==> src/rtl/rot_pkg.sv <==
package rot_pkg;
  localparam int DEF_FRAMES = 8;
  localparam int DEF_LINES  = 16;
  localparam int DEF_RND_W  = 16;
  localparam logic [15:0] DEF_SEED = 16'hACE1;
  localparam logic [15:0] DEF_TAPS = 16'hB400;

  function automatic bit is_pow2(input int n);
    return (n > 0) && ((n & (n - 1)) == 0);
  endfunction
endpackage

==> src/rtl/rot_lfsr.sv <==
module rot_lfsr #(
  parameter int          W    = 16,
  parameter logic [W-1:0] SEED = '1,
  parameter logic [W-1:0] TAPS = '1
) (
  input  logic         clk,
  input  logic         rst_n,
  output logic [W-1:0] state_q
);
  logic fb;

  always_comb fb = ^(state_q & TAPS);

  always_ff @(posedge clk or negedge rst_n) begin
    if (!rst_n) state_q <= SEED;
    else        state_q <= {state_q[W-2:0], fb};
  end
endmodule

==> src/rtl/rot_shift_table.sv <==
module rot_shift_table #(
  parameter int FRAMES  = 8,
  parameter int LINE_W  = 4,
  localparam int FRAME_W = (FRAMES > 1) ? $clog2(FRAMES) : 1
) (
  input  logic                           clk,
  input  logic                           rst_n,
  input  logic                           wr_en,
  input  logic [FRAME_W-1:0]             wr_frame,
  input  logic [LINE_W-1:0]              wr_shift,
  output logic [FRAMES-1:0][LINE_W-1:0]  shift_q
);
  for (genvar f = 0; f < FRAMES; f++) begin : g_frame
    logic hit;
    always_comb hit = wr_en && (wr_frame == FRAME_W'(f));
    always_ff @(posedge clk or negedge rst_n) begin
      if (!rst_n)   shift_q[f] <= '0;
      else if (hit) shift_q[f] <= wr_shift;
    end
  end
endmodule

==> src/rtl/rot_line_adder.sv <==
module rot_line_adder #(
  parameter int LINES  = 16,
  parameter int LINE_W = 4
) (
  input  logic [LINE_W-1:0] a,
  input  logic [LINE_W-1:0] b,
  output logic [LINE_W-1:0] y
);
  if (rot_pkg::is_pow2(LINES)) begin : g_wrap
    always_comb y = a + b;
  end else begin : g_sub
    localparam logic [LINE_W:0] LIM = (LINE_W+1)'(LINES);
    logic [LINE_W:0] sum;
    always_comb begin
      sum = {1'b0, a} + {1'b0, b};
      if (sum >= LIM) sum = sum - LIM;
      y = sum[LINE_W-1:0];
    end
  end
endmodule

==> src/rtl/line_rotate_remap.sv <==
module line_rotate_remap #(
  parameter int          FRAMES = rot_pkg::DEF_FRAMES,
  parameter int          LINES  = rot_pkg::DEF_LINES,
  parameter int          RND_W  = rot_pkg::DEF_RND_W,
  parameter logic [15:0] SEED   = rot_pkg::DEF_SEED,
  parameter logic [15:0] TAPS   = rot_pkg::DEF_TAPS,
  localparam int FRAME_W = (FRAMES > 1) ? $clog2(FRAMES) : 1,
  localparam int LINE_W  = (LINES > 1) ? $clog2(LINES) : 1
) (
  input  logic               clk,
  input  logic               rst_n,
  input  logic               alloc_valid,
  input  logic [FRAME_W-1:0] alloc_frame,
  input  logic               lkp_valid,
  output logic               lkp_ready,
  input  logic [FRAME_W-1:0] lkp_frame,
  input  logic [LINE_W-1:0]  lkp_line,
  output logic               res_valid,
  output logic [LINE_W-1:0]  res_line
);
  logic [RND_W-1:0]                lfsr_q;
  logic [FRAMES-1:0][LINE_W-1:0]   shift_q;
  logic [LINE_W-1:0]               draw;
  logic [LINE_W-1:0]               sel_shift;
  logic [LINE_W:0]                 draw_wide;

  rot_lfsr #(.W(RND_W), .SEED(RND_W'(SEED)), .TAPS(RND_W'(TAPS))) u_rnd (
    .clk(clk), .rst_n(rst_n), .state_q(lfsr_q)
  );

  // Fold the raw draw into range when LINES is not a power of two.
  always_comb begin
    draw_wide = {1'b0, lfsr_q[LINE_W-1:0]};
    if (draw_wide >= (LINE_W+1)'(LINES)) draw_wide = draw_wide - (LINE_W+1)'(LINES);
    draw = draw_wide[LINE_W-1:0];
  end

  rot_shift_table #(.FRAMES(FRAMES), .LINE_W(LINE_W)) u_tbl (
    .clk(clk), .rst_n(rst_n),
    .wr_en(alloc_valid), .wr_frame(alloc_frame), .wr_shift(draw),
    .shift_q(shift_q)
  );

  always_comb sel_shift = shift_q[lkp_frame];

  rot_line_adder #(.LINES(LINES), .LINE_W(LINE_W)) u_add (
    .a(lkp_line), .b(sel_shift), .y(res_line)
  );

  assign lkp_ready = 1'b1;
  assign res_valid = lkp_valid;
endmodule

==> config.mk <==
export PLATFORM = sky130hd
export DESIGN_NAME = line_rotate_remap
export DESIGN_NICKNAME = d
export VERILOG_FILES = /design/src/rtl/rot_pkg.sv /design/src/rtl/rot_lfsr.sv /design/src/rtl/rot_shift_table.sv /design/src/rtl/rot_line_adder.sv /design/src/rtl/line_rotate_remap.sv
export SDC_FILE = /design/constraint.sdc
export NUM_CORES = 1
export LEC_CHECK = 0
export ABC_CLOCK_PERIOD_IN_PS = 4250
export BUFFER_PORTS_ARGS = -buffer_cell sky130_fd_sc_hd__buf_2
export CAP_MARGIN = 20
export CORE_MARGIN = 5
export CORE_UTILIZATION = 50
export DETAILED_ROUTE_END_ITERATION = 12
export HOLD_SLACK_MARGIN = 0.1
export PLACE_DENSITY = 0.7
export SETUP_SLACK_MARGIN = 0.02
export SYNTH_ARGS = -nofsm -noshare
export SYNTH_HDL_FRONTEND = slang
export SYNTH_HIERARCHICAL = 1
export SYNTH_SLANG_ARGS = --single-unit
==> constraint.sdc <==
create_clock -name clk -period 4.25 [get_ports clk]
set_input_delay 0.6375 -clock clk [delete_from_list [all_inputs] [get_ports clk]]
set_output_delay 0.6375 -clock clk [all_outputs]
set_load 0.1 [all_outputs]
### Word level (Yosys, flattened, before mapping)

Index checks and enable logic that the tools add are counted.

| operators by class | value |
|---|---|
| add/subtract/negate cells | 1 |
| order comparisons | 1 |
| eq/ne operators | 7 |
| mux-type cells | 2 |
| reduce and logical (&&, ||, !) cells | 10 |

Operator list:

| kind | number |
|---|---|
| XOR reduction 16 bit | 1 |
| binary-select mux 4 bit (select 3 bit) | 1 |
| equality test 3 bit, second input constant | 4 |
| logical AND 1 bit | 8 |
| equality test 3 x 2 -> 1 bit, second input constant | 2 |
| adder 4 bit | 1 |
| less-than comparator 3 x 4 -> 1 bit, second input constant | 1 |
| two-way mux 4 bit | 1 |
| equality test 3 x 1 -> 1 bit, second input constant | 1 |
| logical NOT 3 bit | 1 |

| storage, ports and cells | value |
|---|---|
| bits in registers | 48 |
| input bits | 14 |
| output and inout bits | 6 |
| logic and storage cells | 30 |

### Depth between registers and ports, before layout

| depth | value |
|---|---|
| depth in word-level cells | 3 |
| mapped depth | 7 |
| mapped depth without buffers | 6 |

### Cells and area by module

Netlist, hierarchy kept.

By module, submodules not included:

| module | instances | cells an instance | area an instance (sq um) | seq. area each (sq um) |
|---|---|---|---|---|
| rot_shift_table | 1 | 72 | 1311.3 | 800.8 |
| rot_lfsr | 1 | 19 | 436.7 | 410.4 |
| line_rotate_remap | 1 | 17 | 289.0 | 0.0 |
| rot_line_adder | 1 | 9 | 100.1 | 0.0 |

### Least setup slack after synthesis

No wires, ideal clock.

| timing | value |
|---|---|
| path kind | input port to output port |
| from | input lkp_frame[0] |
| to | output res_line[3] |
| data arrival time | 3.590 ns |
| required time | 3.612 ns |
| setup slack | 0.023 ns |
| cell stages on the path | 7 |
| cells stage by stage | buf_6 > mux4_1 > mux2_2 > ha_1 > a21o_1 > a21oi_2 > xnor2_1 |

| between the ends | value |
|---|---|
| longest elaborated chain between the ends | 3 |

RTL lines:

| element | RTL line | text |
|---|---|---|
| start, declared | line_rotate_remap.sv:16 | `input logic [FRAME_W-1:0] lkp_frame,` |
| binary-select mux 4 bit (select 3 bit) | line_rotate_remap.sv:44 | `always_comb sel_shift = shift_q[lkp_frame];` |
| two-way mux 4 bit (not written as such) | line_rotate_remap.sv:44 |  |
| named net sel_shift[1] | line_rotate_remap.sv:24 | `logic [LINE_W-1:0] sel_shift;` |
| adder 4 bit | rot_line_adder.sv:10 | `always_comb y = a + b;` |
| end, declared | line_rotate_remap.sv:19 | `output logic [LINE_W-1:0] res_line` |

The timed path passes the listed nets, and every way through them passes these cells. The select of a mux whose other input is x is not followed.

### Final worst setup path

| timing | value |
|---|---|
| from | input lkp_frame[0] |
| to | output res_line[2] |

Same word-level chain as after synthesis.

==> summary.md <==
| Metric | Value |
|---|---|
| Pre-antenna DRT Iters | 4 |
| RSZ-0062 raised after global routing | false |
| Main synth FF type | dfrtp_1 |
| Min-Delay Path Class | in -> async |
| Syn-to-layout area delta | 10.71% |
| Antenna Cells | 0 |
| Vias in the first global route | 1156 |
| CTS tree | built |
| CTS HTree Levels | 2 |
| Syn nets | 135 |
| Post-Synth Simple-Gate Area | 0.04918 |
| Clock tree buffer depth | 2 |
| Clk sinks | 48 |
| Post-route setup slack | 0.6820 ns |
| Overflow after GRT | 0 |
| Total wire length | 3664 µm |
| Seq. cell area | 0.001211 mm² |
| Switching part of the total power | 0.2434 |
| Number of synthesized flops with an enable pin | 0 |
| Final Hold Viols | 0 |
| Antenna viol nets, final | 0 |
| Asr flop ratio synth | 1.000 |
| DRC Markers | 0 |
| Worst-path cell chain | buf_2, mux4_1, mux2_2, ha_1, fa_1, xor2_1, buf_2 |
| Comb pwr share | 0.075 |
| Most frequent CP cell | buf_2 |
| Synth area leader | dfrtp_1 |
| Layout cells sized above 1 | 0.5362 |
| Core area | 0.004058 mm² |
| Dpl cells | 179 |
| Post-Syn Area | 0.002137 mm² |
| Top cells by area, synth | dfrtp_1 47%, mux2_2 13%, dfstp_2 9.8%, mux4_1 9.8%, mux2_4 8.4% |
| DP HPWL | 2558 µm |
| F_max | 280.3 MHz |
| Critical Path Slowest Stage Cell | mux4_1 |
| Final critical-path share of the clock period | 0.8395 |
| Complex-gate fraction of the synthesized area | 0.007611 |
| Synth Area per Inst | 18.27 µm² |
| Largest family of logic cells by synthesized area | multiplexers |
| Drt wl/cell | 19.49 µm |
| Pre-CTS setup slack | 0.6624 ns |
| CP max stage delay | 0.59 ns |
| XOR/XNOR Fraction of Synth Area | 0.02459 |
| Row cnt | 23 |
| Yosys reg bits | 48 |
| Root Driver | clkbuf_8 |
| Max IR drop VDD | 216.4 µV |
| Sequential power share | 0.569 |
| Post-route setup TNS | 0 ns |
| R2R Path Start | u_rnd/state_q[2]$_DFF_PN0_ |
| Outcome | finished clean |
| Die X | 75.38 µm |
| Final design utilization | 0.5831 |
| Startpoint Class | input pin |
| Area of the multi-input gates | 895.9 µm² |
| Most frequent cell after synthesis | dfrtp_1 |
| Fin cells | 188 |
| LEAKAGE | 1.194 nW |
| CTS resizes | 0 |
| Min Hold Slack | 0.2330 ns |
| Num CTS Buffers | 5 |
| Minimum clock period | 3.568 ns |
| CP Class | in -> out |
| CTS clk-pin slew, worst paths | 0.09 ns |
| Fill count | 309 |
| Pwr dens | 339.1 mW/mm² |
| Synth cell count leaders | 40 x dfrtp_1, 24 x mux2_2, 12 x mux2_4 |
| Final layout net count | 155 |
| First-pass GRT wire length | 6051 µm |
| Starting Density | 0.5267 |
| Setup bufs post-CTS | 0 |
| P_int | 607.1 µW |
| Crit path required time | 3.61 ns |
| Switch Pwr | 195.3 µW |
| Initial antenna violation count | 0 |
| Adder-Cell Fraction of Synth Area | 0.02693 |
| CP endpoint kind | output pin |
| Largest net degree at the start of global routing | 49 |
| Via Count | 1090 |
| Die ar. | 0.005681 mm² |
| Setup violations, final | 0 |
| Clock network power share | 0.356 |
| Number of max-cap violations | 0 |
| Final GP Congestion | 0.7610 |
| Worst setup startpoint | lkp_frame[0] |
| Top-area cell type share of the netlist area | 0.4684 |
| Chip height | 75.38 µm |
| Syn Inst Count | 117 |
| Multiplexer area fraction after synthesis | 0.3091 |
| GRT Overall Usage | 0.1486 |
| Clk_lat worst skew | 0.30 ns |
| Num ports | 20 |
| CP Data Arrival Time | 2.93 ns |
| Post-DR vias/cell | 5.798 |
| Setup Skew | 0.009720 ns |
| Register area share after synthesis | 0.5667 |
| DRT iter0 DRCs | 65 |
| CP max FO | 8 |
| Post-CTS Hold Buffers | 0 |
| Synth Warn # | 6 |
| Post-synth cell types | 19 |
| Number of I/O port buffers | 16 |
| Final max-slew violation count | 0 |
==> worst paths after layout <==
path | slack (ns) | cells past startpoint | endpoint
worst max-delay path | 0.68 | 7 | res_line[2]
worst min-delay path | 0.23 | 1 | u_rnd/state_q[8]$_DFF_PN0_
worst max register to register | 3.31 | 1 | u_tbl/shift_q[22]$_DFFE_PN0P_
worst min register to register | 0.36 | 0 | u_rnd/state_q[6]$_DFF_PN1_
max in group asynchronous | 3.46 | 2 | u_rnd/state_q[5]$_DFF_PN1_
min in group clk | 0.36 | 0 | u_rnd/state_q[6]$_DFF_PN1_
==> kinds of logic (layout without fill, tap and decap cells) <==
logic type / count (synthesis) / after routing
XOR/XNOR: 6 / 6
buffers and inverters: 4 / 25
flip-flops: 48 / 48
AO/OA/AOI/OAI: 2 / 2
multiplexers: 44 / 44
other: 1 / 1
adder cells (fa/ha/maj): 4 / 4
AND/OR/NAND/NOR: 8 / 8
==> layout by cell type (no fill, tap or decap), drive strengths merged <==
cell,Yosys,final
conb,1,1
a21oi,1,1
and4bb,3,3
nand4b,3,3
nand4,1,1
clkbuf,1,6
fa,1,1
buf,3,17
xor2,3,3
xnor2,3,3
dfrtp,40,40
ha,3,3
nor4b,1,1
inv,0,1
mux4,8,8
a21o,1,1
clkinv,0,1
dfstp,8,8
mux2,36,36
==> final cells by class <==
class / count / area share
flip-flops and latches: 48 / 0.5119
repair buffers: 17 / 0.04231
multi-input cells: 65 / 0.3786
clock buffers: 6 / 0.03490
clock inverters: 2 / 0.005817
well taps: 50 / 0.02644
==> flip-flops by register name, indices dropped and copies added, names as in the netlist <==
| signal | flops |
|---|---|
| u_rnd/state_q | 16 |
| u_tbl/shift_q | 32 |
==> layer usage <==
layer / track usage / up-vias / share of wire
met1: 0.2113 / 567 / 0.46
met5: 0 / - / 0
met2: 0.2176 / 32 / 0.47
met3: 0.03826 / 9 / 0.059
met4: 0.06408 / 0 / 0.018
li1: - / 482 / -
==> power groups by stage <==
| stage | combinational [mW] | clock, mW | sequential, mW |
|---|---|---|---|
| global placement | 0.0570 | 0 | 0.465 |
| floorplan | 0.0415 | 0 | 0.466 |
| global route | 0.0648 | 0.307 | 0.457 |
| finish | 0.0602 | 0.286 | 0.457 |
| detailed placement | 0.0586 | 0 | 0.465 |
| CTS | 0.0586 | 0.289 | 0.457 |
==> worst max-delay path, delay by kind of cell <==
| kind | cells | cell delay, ns |
|---|---|---|
| xor+xnor | 1 | 0.15 |
| fa+ha+maj | 2 | 0.60 |
| buf+inv | 2 | 0.67 |
| mux | 2 | 0.87 |
==> through the flow <==
stage	power [mW]	area [µm²]
2_1_floorplan	0.5071	2137
3_3_place_gp	0.5224	2250
3_5_place_dp	0.5240	2250
4_1_cts	0.8041	2346
5_1_grt	0.8284	2366
6_report	0.8024	2366
Power figures use the tool's default switching activity.
